[config.mk]
export PLATFORM = sky130hd
export DESIGN_NAME = uart_irq_prio
export DESIGN_NICKNAME = d
export VERILOG_FILES = /design/src/rtl/uart_irq_pkg.sv /design/src/rtl/irq_src_latch.sv /design/src/rtl/irq_prio_sel.sv /design/src/rtl/uart_irq_prio.sv
export SDC_FILE = /design/constraint.sdc
export NUM_CORES = 1
export LEC_CHECK = 0
export ABC_AREA = 1
export BUFFER_PORTS_ARGS = -buffer_cell sky130_fd_sc_hd__buf_4
export CELL_PAD_IN_SITES_DETAIL_PLACEMENT = 0
export CELL_PAD_IN_SITES_GLOBAL_PLACEMENT = 1
export CORE_UTILIZATION = 28
export CTS_CLUSTER_SIZE = 8
export DETAILED_ROUTE_END_ITERATION = 10
export PLACE_DENSITY = 0.86
export SLEW_MARGIN = 20
export SYNTH_ARGS = -nofsm -noshare
export SYNTH_HDL_FRONTEND = slang
export SYNTH_SLANG_ARGS = --single-unit
[constraint.sdc]
create_clock -name clk -period 3.2 [get_ports clk]
set_clock_uncertainty 0.2 [all_clocks]
set_input_delay 0.32 -clock clk [delete_from_list [all_inputs] [get_ports clk]]
set_output_delay 0.32 -clock clk [all_outputs]
set_load 0.1 [all_outputs]
[src/rtl/uart_irq_pkg.sv]
package uart_irq_pkg;
  localparam int NUM_SRC  = 7;
  localparam int NUM_EDGE = 5;

  typedef enum logic [2:0] {
    SRC_LS    = 3'd0,
    SRC_RXRDY = 3'd1,
    SRC_RXTMO = 3'd2,
    SRC_THR   = 3'd3,
    SRC_MSR   = 3'd4,
    SRC_CHR   = 3'd5,
    SRC_PIN   = 3'd6,
    SRC_NONE  = 3'd7
  } src_e;

  // status bits [5:0] for a chosen cause
  function automatic logic [5:0] src_code(src_e s);
    case (s)
      SRC_LS:    return 6'b000110;
      SRC_RXRDY: return 6'b000100;
      SRC_RXTMO: return 6'b001100;
      SRC_THR:   return 6'b000010;
      SRC_MSR:   return 6'b000000;
      SRC_CHR:   return 6'b010000;
      SRC_PIN:   return 6'b100000;
      default:   return 6'b000001;
    endcase
  endfunction
endpackage

[src/rtl/irq_src_latch.sv]
module irq_src_latch #(
  parameter int W = 5
) (
  input  logic         clk,
  input  logic         rst_n,
  input  logic [W-1:0] set_i,
  input  logic [W-1:0] clr_i,
  output logic [W-1:0] q_o
);
  for (genvar i = 0; i < W; i++) begin : g_bit
    always_ff @(posedge clk or negedge rst_n) begin
      if (!rst_n)        q_o[i] <= 1'b0;
      else if (set_i[i]) q_o[i] <= 1'b1;
      else if (clr_i[i]) q_o[i] <= 1'b0;
    end
  end
endmodule

[src/rtl/irq_prio_sel.sv]
module irq_prio_sel
  import uart_irq_pkg::*;
#(
  parameter int N = NUM_SRC
) (
  input  logic [N-1:0] req_i,
  output src_e         sel_o
);
  // walk from lowest to highest so the highest pending wins
  always_comb begin
    sel_o = SRC_NONE;
    for (int i = N - 1; i >= 0; i--) begin
      if (req_i[i]) sel_o = src_e'(i[2:0]);
    end
  end
endmodule

[src/rtl/uart_irq_prio.sv]
module uart_irq_prio
  import uart_irq_pkg::*;
(
  input  logic       clk,
  input  logic       rst_n,
  input  logic       ls_evt,
  input  logic       rx_rdy_lvl,
  input  logic       rx_tmo_lvl,
  input  logic       thr_evt,
  input  logic       msr_evt,
  input  logic       xoff_evt,
  input  logic       xon_evt,
  input  logic       spc_evt,
  input  logic       pin_evt,
  input  logic       isr_rd,
  input  logic       lsr_rd,
  input  logic       msr_rd,
  input  logic       enh_en,
  input  logic       fifo_en,
  output logic [7:0] irq_status
);
  localparam int E_LS = 0, E_THR = 1, E_MSR = 2, E_CHR = 3, E_PIN = 4;

  logic [NUM_EDGE-1:0] edge_set, edge_clr, edge_q;
  logic                xoff_hold;
  logic [NUM_SRC-1:0]  req;
  src_e                win;
  logic                any_pend;

  always_comb begin
    edge_set        = '0;
    edge_clr        = '0;
    edge_set[E_LS]  = ls_evt;
    edge_clr[E_LS]  = lsr_rd;
    edge_set[E_THR] = thr_evt;
    edge_clr[E_THR] = isr_rd;
    edge_set[E_MSR] = msr_evt;
    edge_clr[E_MSR] = msr_rd;
    edge_set[E_CHR] = xoff_evt | xon_evt | spc_evt;
    edge_clr[E_CHR] = isr_rd;
    edge_set[E_PIN] = pin_evt;
    edge_clr[E_PIN] = msr_rd;
  end

  irq_src_latch #(.W(NUM_EDGE)) u_lat (
    .clk(clk), .rst_n(rst_n), .set_i(edge_set), .clr_i(edge_clr), .q_o(edge_q)
  );

  // Xoff keeps the match cause alive until an Xon arrives
  always_ff @(posedge clk or negedge rst_n) begin
    if (!rst_n)        xoff_hold <= 1'b0;
    else if (xoff_evt) xoff_hold <= 1'b1;
    else if (xon_evt)  xoff_hold <= 1'b0;
  end

  always_comb begin
    req            = '0;
    req[SRC_LS]    = edge_q[E_LS];
    req[SRC_RXRDY] = rx_rdy_lvl;
    req[SRC_RXTMO] = rx_tmo_lvl;
    req[SRC_THR]   = edge_q[E_THR];
    req[SRC_MSR]   = edge_q[E_MSR];
    req[SRC_CHR]   = enh_en & (edge_q[E_CHR] | xoff_hold);
    req[SRC_PIN]   = enh_en & edge_q[E_PIN];
  end

  irq_prio_sel #(.N(NUM_SRC)) u_sel (.req_i(req), .sel_o(win));

  assign any_pend   = (win != SRC_NONE);
  assign irq_status = {fifo_en, fifo_en, src_code(win)};


  pend_flag_chk: assert property (@(posedge clk) disable iff (!rst_n)
    irq_status[0] == (req == '0));

  ls_set_wins_chk: assert property (@(posedge clk) disable iff (!rst_n)
    ls_evt |=> irq_status[3:0] == 4'b0110);

  ls_clear_chk: assert property (@(posedge clk) disable iff (!rst_n)
    (lsr_rd && !ls_evt) |=> !edge_q[E_LS]);

  enh_mask_chk: assert property (@(posedge clk) disable iff (!rst_n)
    !enh_en |-> irq_status[5:4] == 2'b00);

  xoff_sticky_chk: assert property (@(posedge clk) disable iff (!rst_n)
    (xoff_hold && !xon_evt) |=> xoff_hold);

  fifo_bits_chk: assert property (@(posedge clk) disable iff (!rst_n)
    irq_status[7:6] == {2{fifo_en}});

  onehot_win_chk: assert property (@(posedge clk) disable iff (!rst_n)
    any_pend |-> req[win]);
endmodule

==> report_table.html, run 1 <==
<table>
<tr><th>Metric</th><th>Value</th></tr>
<tr><th colspan="2">Status</th></tr>
<tr><td>Outcome</td><td>complete, no violations</td></tr>
<tr><th colspan="2">Cells and area</th></tr>
<tr><td>Layout-stage area growth over the synthesis result</td><td>48.2%</td></tr>
<tr><td>Final cell count without fillers</td><td>86</td></tr>
<tr><td>Filler cell count in the final layout</td><td>~130</td></tr>
<tr><td>Area occupied by multi-input gates</td><td>181 sq um</td></tr>
<tr><td>Layout net count</td><td>90</td></tr>
<tr><td>Summed area of non-filler cells in the final layout</td><td>roughly 570 sq um</td></tr>
<tr><td>Most frequent standard cell in the layout excluding fill and tap cells</td><td>sky130_fd_sc_hd__buf_4</td></tr>
<tr><td>Area occupied by registers</td><td>between 150 and 200 sq um</td></tr>
<tr><td>Number of diodes</td><td>0</td></tr>
<tr><td>Most used cells in the layout excluding fill and tap cells</td><td>sky130_fd_sc_hd__buf_4 (20), sky130_fd_sc_hd__nand2_1 (9), sky130_fd_sc_hd__inv_1 (8), sky130_fd_sc_hd__dfrtp_1 (6)</td></tr>
<tr><td>Fraction of final layout cells with drive strength greater than 1</td><td>between 40% and 50%</td></tr>
<tr><th colspan="2">Setup path</th></tr>
<tr><td>Startpoint of the worst register-to-register path</td><td>u_lat.q_o[0]$_DFFE_PN0P_</td></tr>
<tr><td>R2R Path End</td><td>u_lat.q_o[0]$_DFFE_PN0P_</td></tr>
<tr><td>Nature of the critical path startpoint</td><td>flop</td></tr>
<tr><td>Beginning of the critical path</td><td>xoff_hold$_DFFE_PN0P_</td></tr>
<tr><td>Critical path class</td><td>reg2out</td></tr>
<tr><td>Reg-to-reg slack, setup</td><td>between 2000 and 2500 ps</td></tr>
<tr><td>Register-to-Register Path Depth</td><td>2</td></tr>
<tr><td>Required time worst endpoint</td><td>between 2000 and 3000 ps</td></tr>
<tr><td>Worst Path Arrival</td><td>1490 ps</td></tr>
<tr><td>Kind of capture point of the worst setup path</td><td>output port</td></tr>
<tr><td>Maximum fanout along the worst path</td><td>4</td></tr>
<tr><th colspan="2">STA</th></tr>
<tr><td>Max-slew violation total from the final report</td><td>0</td></tr>
<tr><td>Final number of hold-violating endpoints</td><td>0</td></tr>
<tr><td>Max Freq</td><td>between 0.4 and 0.5 GHz</td></tr>
<tr><td>Worst Hold Margin</td><td>between 60 and 70 ps</td></tr>
<tr><td>Minimum clock period</td><td>2010 ps</td></tr>
<tr><td>Measured slew at the worst slew-check pin</td><td>279 ps</td></tr>
<tr><td>Unrepaired setup endpoints after global routing</td><td>false</td></tr>
<tr><td>Setup Total Neg Slack</td><td>0 ps</td></tr>
<tr><td>Slew Limit Headroom</td><td>between 80% and 90%</td></tr>
<tr><td># setup viols final</td><td>0</td></tr>
<tr><td>Part of the cycle the worst path needs</td><td>between 60% and 70%</td></tr>
<tr><th colspan="2">Power and ir drop</th></tr>
<tr><td>Maximum vdd drop</td><td>between 200 and 250 uV</td></tr>
<tr><td>Internal power consumption</td><td>146 uW</td></tr>
<tr><td>Switching Share</td><td>slightly above 30%</td></tr>
<tr><td>P per Cell Area</td><td>368 nW/um^2</td></tr>
<tr><td>Total leakage power</td><td>between 0.0003 and 0.0004 uW</td></tr>
<tr><td>Sequential group share of total power</td><td>40.0%</td></tr>
<tr><td>Total net switching power</td><td>63.3 uW</td></tr>
<tr><td>Clock group share of total power</td><td>31.6%</td></tr>
<tr><td>Share of power burned in combinational logic</td><td>between 20 and 30%</td></tr>
<tr><th colspan="2">GRT</th></tr>
<tr><td>Total GRT Usage</td><td>between 10% and 20%</td></tr>
<tr><td>Busiest layer in global routing</td><td>met2</td></tr>
<tr><td>Largest net degree at the start of global routing</td><td>7</td></tr>
<tr><td>Wire length of the first global-routing pass</td><td>roughly 1200 um</td></tr>
<tr><td>Initial antenna violation count</td><td>0</td></tr>
<tr><td>Global-route met2 utilization</td><td>16.7%</td></tr>
<tr><td>Via count of the first global-routing pass</td><td>301</td></tr>
<tr><td>Total global routing overflow</td><td>0</td></tr>
<tr><td>Met1 capacity usage during global routing</td><td>15.1%</td></tr>
<tr><td>Met3 usage</td><td>around 1.7%</td></tr>
<tr><th colspan="2">Clock network</th></tr>
<tr><td>Number of clock buffers inserted by TritonCTS</td><td>3</td></tr>
<tr><td>CTS Root Cell</td><td>sky130_fd_sc_hd__clkbuf_4</td></tr>
<tr><td>Clock H-tree levels</td><td>1</td></tr>
<tr><td>Number of setup buffers added after CTS</td><td>0</td></tr>
<tr><td>Cells resized by post-CTS repair</td><td>0</td></tr>
<tr><td>Maximum number of buffers from clock root to sink</td><td>2</td></tr>
<tr><td>CTS sink count</td><td>6</td></tr>
<tr><td>Clock tree from TritonCTS</td><td>built</td></tr>
<tr><td>Insertion delay of the later-clocked pin in the worst-skew pair</td><td>230 ps</td></tr>
<tr><td>Clock-pin transition on the worst setup and hold timing paths</td><td>40 ps</td></tr>
<tr><th colspan="2">Drt</th></tr>
<tr><td>Antenna viol nets, final</td><td>0</td></tr>
<tr><td>Average detailed-routed wire length per instance</td><td>approximately 8 um</td></tr>
<tr><td>Via count</td><td>~370</td></tr>
<tr><td>Drt first pass iters</td><td>2</td></tr>
<tr><td>Final Routed Wirelength</td><td>approximately 700 um</td></tr>
<tr><td>Routed vias/inst</td><td>4.24</td></tr>
<tr><td>First DRT Iteration DRCs</td><td>1</td></tr>
<tr><td>Final routed DRC violation total</td><td>0</td></tr>
<tr><th colspan="2">Min path</th></tr>
<tr><td>Classification of the worst-slack hold path</td><td>in2reg</td></tr>
<tr><td>Depth of the worst hold-timing path</td><td>2</td></tr>
<tr><td>Worst Hold Launch</td><td>lsr_rd</td></tr>
<tr><td>Hold Crit Endpoint</td><td>u_lat.q_o[0]$_DFFE_PN0P_</td></tr>
<tr><th colspan="2">Floorplanning</th></tr>
<tr><td>Total core area</td><td>1190 sq um</td></tr>
<tr><td>I/O pin total</td><td>24</td></tr>
<tr><td>Number of cell rows</td><td>12</td></tr>
<tr><td>Floorplan die area</td><td>about 1500 sq um</td></tr>
<tr><td>Initial core utilization</td><td>32.4%</td></tr>
<tr><td>Die Width</td><td>roughly 39 um</td></tr>
<tr><td>Die height</td><td>39.0 um</td></tr>
<tr><th colspan="2">Logic synthesis</th></tr>
<tr><td>Post-Syn Area</td><td>between 300 and 400 sq um</td></tr>
<tr><td>Register bit count reported by yosys</td><td>6</td></tr>
<tr><td>Distinct cell type count of the synthesized netlist</td><td>16</td></tr>
<tr><td>Average instance area after synthesis</td><td>approximately 7.7 sq um</td></tr>
<tr><td>Mapped Cells</td><td>50</td></tr>
<tr><td>Post-synth net total</td><td>66</td></tr>
<tr><td>Count of synthesis-stage warnings from yosys</td><td>0</td></tr>
<tr><td>Register area share after synthesis</td><td>between 30% and 40%</td></tr>
<tr><th colspan="2">Place</th></tr>
<tr><td>Final Wtd Congestion</td><td>just over 0.7</td></tr>
<tr><td>Placed standard-cell area</td><td>537 sq um</td></tr>
<tr><td>Half-perimeter wire length after placement</td><td>just under 600 um</td></tr>
<tr><td>Number of buffers added on ports</td><td>20</td></tr>
<tr><td>Placed cells</td><td>between 80 and 90</td></tr>
<tr><th colspan="2">Flow run</th></tr>
<tr><td>Max_cap viols</td><td>0</td></tr>
</table>
==> synthesized netlist by cell type <==
cell | count | area, sq um
sky130_fd_sc_hd__nand2_1 | 9 | 33.8
sky130_fd_sc_hd__inv_1 | 8 | 30.0
sky130_fd_sc_hd__dfrtp_1 | 6 | 150
sky130_fd_sc_hd__nor2_1 | 5 | 18.8
sky130_fd_sc_hd__o21bai_1 | 5 | 37.5
sky130_fd_sc_hd__nand2_2 | 3 | 18.8
sky130_fd_sc_hd__a21oi_1 | 2 | 10.0
sky130_fd_sc_hd__buf_4 | 2 | 15.0
sky130_fd_sc_hd__inv_2 | 2 | 7.51
sky130_fd_sc_hd__nand3_1 | 2 | 10.0
sky130_fd_sc_hd__a21oi_4 | 1 | 16.3
sky130_fd_sc_hd__nand2_4 | 1 | 11.3
sky130_fd_sc_hd__nor2_2 | 1 | 6.26
sky130_fd_sc_hd__nor3_1 | 1 | 5.00
sky130_fd_sc_hd__o21ai_0 | 1 | 5.00
sky130_fd_sc_hd__o21ai_2 | 1 | 8.76
==> routing by layer <==
layer	wire length, um	share of wire [%]	vias up
met4	12	1.7	0
met3	36	5.1	2
met5	0	0	-
li1	-	-	197
met2	334	47	11
met1	323	46	155
==> area by class of cell <==
type	instances	share of cell area, %
Clock buffer	3	3.96
Timing Repair Buffer	21	28.1
Inverter	10	6.59
Multi-Input combinational cell	32	31.9
Sequential cell	6	26.4
Tap cell	14	3.08
==> worst max-delay path, cell delays in order (launching register included) <==
cell and delay, ps:
sky130_fd_sc_hd__dfrtp_1 400, sky130_fd_sc_hd__o21ai_2 150, sky130_fd_sc_hd__nand2_2 80, sky130_fd_sc_hd__a21oi_4 170
sky130_fd_sc_hd__nand3_1 100, sky130_fd_sc_hd__nand2_1 70, sky130_fd_sc_hd__buf_4 280
==> power groups by stage <==
stage               clock [uW]  combinational [uW]  sequential (uW)
detailed placement           0                59.2             84.9
global placement             0                58.9             84.7
floorplan                    0                49.4             84.3
global route              76.7                64.9             84.1
CTS                       71.3                60.2             83.8
finish                    66.2                59.6             83.8
==> sequential cells by signal (all words and copies together) (netlist names) <==
| name | cells |
|---|---|
| xoff_hold | 1 |
| u_lat.q_o | 5 |
==> how the worst max path moves through the flow <==
| stage | slack, ps | endpoint | cells after the start |
|---|---|---|---|
| finish | 1190 | irq_status[1] | 6 |
| detailed placement | 1430 | irq_status[4] | 11 |
| global placement | 1430 | irq_status[4] | 11 |
| floorplan | 450 | irq_status[2] | 7 |
| global route | 1090 | irq_status[2] | 8 |
| CTS | 1170 | irq_status[1] | 6 |
==> cell families (layout without fill, tap and decap cells) <==
kind of cell           Yosys count  after routing  synth area share [%]
AND/OR/NAND/NOR                 22             22                  27.0
AO/OA/AOI/OAI                   10             10                  20.2
flip-flops                       6              6                  39.1
buffers and inverters           12             34                  13.7
==> metrics by stage <==
step	setup slack, ps	total power, uW	utilization [%]
after global placement	1430	144	45.3
final	1190	210	48.0
after global routing	1090	226	48.0
after detailed placement	1430	144	45.3
after CTS	1170	215	48.0
after floorplan	451	134	-
==> timing repair <==
item	CTS	global route
hold endpoints to repair	6	0
hold buffers	1	0
setup endpoints to repair	0	0
Note: power is estimated with default switching activity, not from simulation.
==> run 2, diff against run 1 <==
Settings changed: CORE_UTILIZATION 28 to 26, PLACE_DENSITY 0.86 to 0.81.
Clock period 3.2 ns to 2 ns, I/O delays scaled along.
==> report_table.html, run 2 (synthesis gave the netlist of run 1 again) <==
<table>
<tr><th>Metric</th><th>Value</th></tr>
<tr><th colspan="2">Status</th></tr>
<tr><td>Outcome</td><td>complete, no violations</td></tr>
<tr><th colspan="2">Setup path</th></tr>
<tr><td>Crit path cell chain</td><td>o21ai_2 -&gt; nand2_2 -&gt; a21oi_4 -&gt; nand2_2 -&gt; nor2_4 -&gt; buf_12</td></tr>
<tr><td>Largest delay share family, worst path</td><td>flip-flops</td></tr>
<tr><td>Critical path class</td><td>reg2out</td></tr>
<tr><td>Kind of capture point of the worst setup path</td><td>output port</td></tr>
<tr><td>Critical path buffers and inverters</td><td>1</td></tr>
<tr><td>Cell mode on critical path</td><td>sky130_fd_sc_hd__nand2_2</td></tr>
<tr><td>Required time worst endpoint</td><td>1600 ps</td></tr>
<tr><td>Reg-to-reg slack, setup</td><td>around 500 ps</td></tr>
<tr><td>Nature of the critical path startpoint</td><td>flop</td></tr>
<tr><td>Worst Path Arrival</td><td>around 1600 ps</td></tr>
<tr><td>Library cell contributing the largest single delay on the critical path</td><td>sky130_fd_sc_hd__dfrtp_1</td></tr>
<tr><td>Worst path max stage delay</td><td>about 400 ps</td></tr>
<tr><td>Maximum fanout along the worst path</td><td>4</td></tr>
<tr><th colspan="2">STA</th></tr>
<tr><td>Final number of hold-violating endpoints</td><td>0</td></tr>
<tr><td>Part of the cycle the worst path needs</td><td>a little over nine tenths</td></tr>
<tr><td>Slew Limit Headroom</td><td>about four fifths</td></tr>
<tr><td>Unrepaired setup endpoints after global routing</td><td>true</td></tr>
<tr><td>Max Freq</td><td>0.514 GHz</td></tr>
<tr><td>Worst Hold Margin</td><td>around 100 ps</td></tr>
<tr><td>Minimum clock period</td><td>approximately 1900 ps</td></tr>
<tr><td>Max-slew violation total from the final report</td><td>0</td></tr>
<tr><td>Measured slew at the worst slew-check pin</td><td>approximately 280 ps</td></tr>
<tr><td>Minimum setup slack in the final design</td><td>between 50 and 60 ps</td></tr>
<tr><td># setup viols final</td><td>0</td></tr>
<tr><th colspan="2">Drt</th></tr>
<tr><td>First DRT Iteration DRCs</td><td>1</td></tr>
<tr><td>Final routed DRC violation total</td><td>0</td></tr>
<tr><td>Drt first pass iters</td><td>2</td></tr>
<tr><td>Routed vias/inst</td><td>4.29</td></tr>
<tr><td>Final Routed Wirelength</td><td>about 990 um</td></tr>
<tr><td>Antenna viol nets, final</td><td>0</td></tr>
<tr><td>Via count</td><td>~430</td></tr>
<tr><td>Average detailed-routed wire length per instance</td><td>9.83 um</td></tr>
<tr><th colspan="2">Min path</th></tr>
<tr><td>Classification of the worst-slack hold path</td><td>in2async</td></tr>
<tr><th colspan="2">Floorplanning</th></tr>
<tr><td>Total core area</td><td>roughly 1300 sq um</td></tr>
<tr><td>Initial core utilization</td><td>28.8%</td></tr>
<tr><td>Floorplan die area</td><td>about 1600 sq um</td></tr>
<tr><td>Die height</td><td>slightly above 40 um</td></tr>
<tr><td>Die Width</td><td>~40 um</td></tr>
<tr><td>Number of cell rows</td><td>13</td></tr>
<tr><td>I/O pin total</td><td>24</td></tr>
<tr><th colspan="2">Place</th></tr>
<tr><td>Half-perimeter wire length after placement</td><td>between 600 and 700 um</td></tr>
<tr><td>Pre-CTS worst setup slack</td><td>around 270 ps</td></tr>
<tr><td>Final Wtd Congestion</td><td>a little under 0.7</td></tr>
<tr><td>Number of buffers added on ports</td><td>20</td></tr>
<tr><td>Placed cells</td><td>between 80 and 90</td></tr>
<tr><th colspan="2">Clock network</th></tr>
<tr><td>Clock tree from TritonCTS</td><td>built</td></tr>
<tr><td>Insertion delay of the later-clocked pin in the worst-skew pair</td><td>roughly 230 ps</td></tr>
<tr><td>Maximum number of buffers from clock root to sink</td><td>2</td></tr>
<tr><td>Number of clock buffers inserted by TritonCTS</td><td>3</td></tr>
<tr><td>CTS sink count</td><td>6</td></tr>
<tr><td>Clock H-tree levels</td><td>1</td></tr>
<tr><td>CTS Root Cell</td><td>sky130_fd_sc_hd__clkbuf_4</td></tr>
<tr><td>Clock-pin transition on the worst setup and hold timing paths</td><td>about 40 ps</td></tr>
<tr><th colspan="2">Power and ir drop</th></tr>
<tr><td>Total leakage power</td><td>0.000387 uW</td></tr>
<tr><td>P per Cell Area</td><td>between 400 and 500 nW/um^2</td></tr>
<tr><td>Share of power burned in combinational logic</td><td>roughly 36%</td></tr>
<tr><td>Clock group share of total power</td><td>between 20 and 30%</td></tr>
<tr><td>Sequential group share of total power</td><td>35.7%</td></tr>
<tr><td>Total net switching power</td><td>between 100 and 150 uW</td></tr>
<tr><td>Maximum vdd drop</td><td>roughly 250 uV</td></tr>
<tr><td>Internal power consumption</td><td>around 260 uW</td></tr>
<tr><td>Switching Share</td><td>just over 30%</td></tr>
<tr><th colspan="2">Cells and area</th></tr>
<tr><td>Reg with most FFs</td><td>u_lat.q_o</td></tr>
<tr><td>Most used cells in the layout excluding fill and tap cells</td><td>sky130_fd_sc_hd__buf_4 (19), sky130_fd_sc_hd__dlygate4sd3_1 (12), sky130_fd_sc_hd__nand2_1 (9), sky130_fd_sc_hd__inv_1 (8), sky130_fd_sc_hd__dfrtp_1 (6)</td></tr>
<tr><td>Number of diodes</td><td>0</td></tr>
<tr><td>Final core utilization</td><td>about three fifths</td></tr>
<tr><td>Layout-stage area growth over the synthesis result</td><td>107%</td></tr>
<tr><td>Leading registers by flop count</td><td>u_lat.q_o x5, xoff_hold x1</td></tr>
<tr><td>Fraction of final layout cells with drive strength greater than 1</td><td>a little under half</td></tr>
<tr><td>Final cell count without fillers</td><td>between 100 and 150</td></tr>
<tr><td>Most frequent standard cell in the layout excluding fill and tap cells</td><td>sky130_fd_sc_hd__buf_4</td></tr>
<tr><td>Layout net count</td><td>about 100</td></tr>
<tr><td>Flip-flop count of the largest register, all copies and words added</td><td>5</td></tr>
<tr><th colspan="2">GRT</th></tr>
<tr><td>Via count of the first global-routing pass</td><td>just over 400</td></tr>
<tr><td>Largest net degree at the start of global routing</td><td>7</td></tr>
<tr><td>Wire length of the first global-routing pass</td><td>about 1500 um</td></tr>
<tr><td>Initial antenna violation count</td><td>0</td></tr>
<tr><td>Total global routing overflow</td><td>0</td></tr>
<tr><td>Total GRT Usage</td><td>about 15%</td></tr>
<tr><th colspan="2">Flow run</th></tr>
<tr><td>Max_cap viols</td><td>0</td></tr>
</table>
[run 2: through the flow]
step	area, sq um	setup TNS [ps]	total power, uW
3_5_place_dp	564	0	235
4_1_cts	707	0	364
2_1_floorplan	410	-175	218
3_3_place_gp	564	0	234
6_report	795	0	375
5_1_grt	795	-140	402
[run 2: per-layer routing]
layer | vias up | routed length, um | track usage, % | share of wire (%)
met5 | - | 0 | 0 | 0
met3 | 2 | 33 | 1.67 | 3.3
li1 | 227 | - | - | -
met4 | 0 | 7 | 10.0 | 0.70
met2 | 11 | 573 | 27.0 | 58
met1 | 193 | 379 | 15.1 | 38
[run 2: worst paths after layout]
| check | from | end | depth (start not counted) |
|---|---|---|---|
| worst max-delay path | u_lat.q_o[3]$_DFFE_PN0P_ | irq_status[5] | 6 |
| worst min-delay path | rst_n | u_lat.q_o[4]$_DFFE_PN0P_ | 2 |
| worst max register to register | xoff_hold$_DFFE_PN0P_ | xoff_hold$_DFFE_PN0P_ | 4 |
| worst min register to register | u_lat.q_o[2]$_DFFE_PN0P_ | u_lat.q_o[2]$_DFFE_PN0P_ | 2 |
| max in group asynchronous | rst_n | u_lat.q_o[0]$_DFFE_PN0P_ | 2 |
| min in group clk | fifo_en | irq_status[7] | 0 |
[run 2: power groups by stage]
| stage | Clock, uW | Sequential (uW) | Combinational [uW] |
|---|---|---|---|
| after global placement | 0 | 135 | 98.8 |
| after global routing | 123 | 135 | 144 |
| after floorplan | 0 | 135 | 83.4 |
| after CTS | 112 | 134 | 119 |
| after detailed placement | 0 | 136 | 99.1 |
| final | 106 | 134 | 135 |
[run 2: final cells by class]
cell class	instances	area, sq um
clock buffer	3	22.5
fill	121	539
tap	15	18.8
sequential	6	150
inverter	10	37.5
timing repair buffer	35	343
multi-input combinational	32	223
[run 2: what timing repair did]
item,CTS,global route
resized for setup,0,15
endpoints found under the hold margin,12,0
hold buffers,12,0
setup buffers,0,3
setup endpoints to repair,0,6
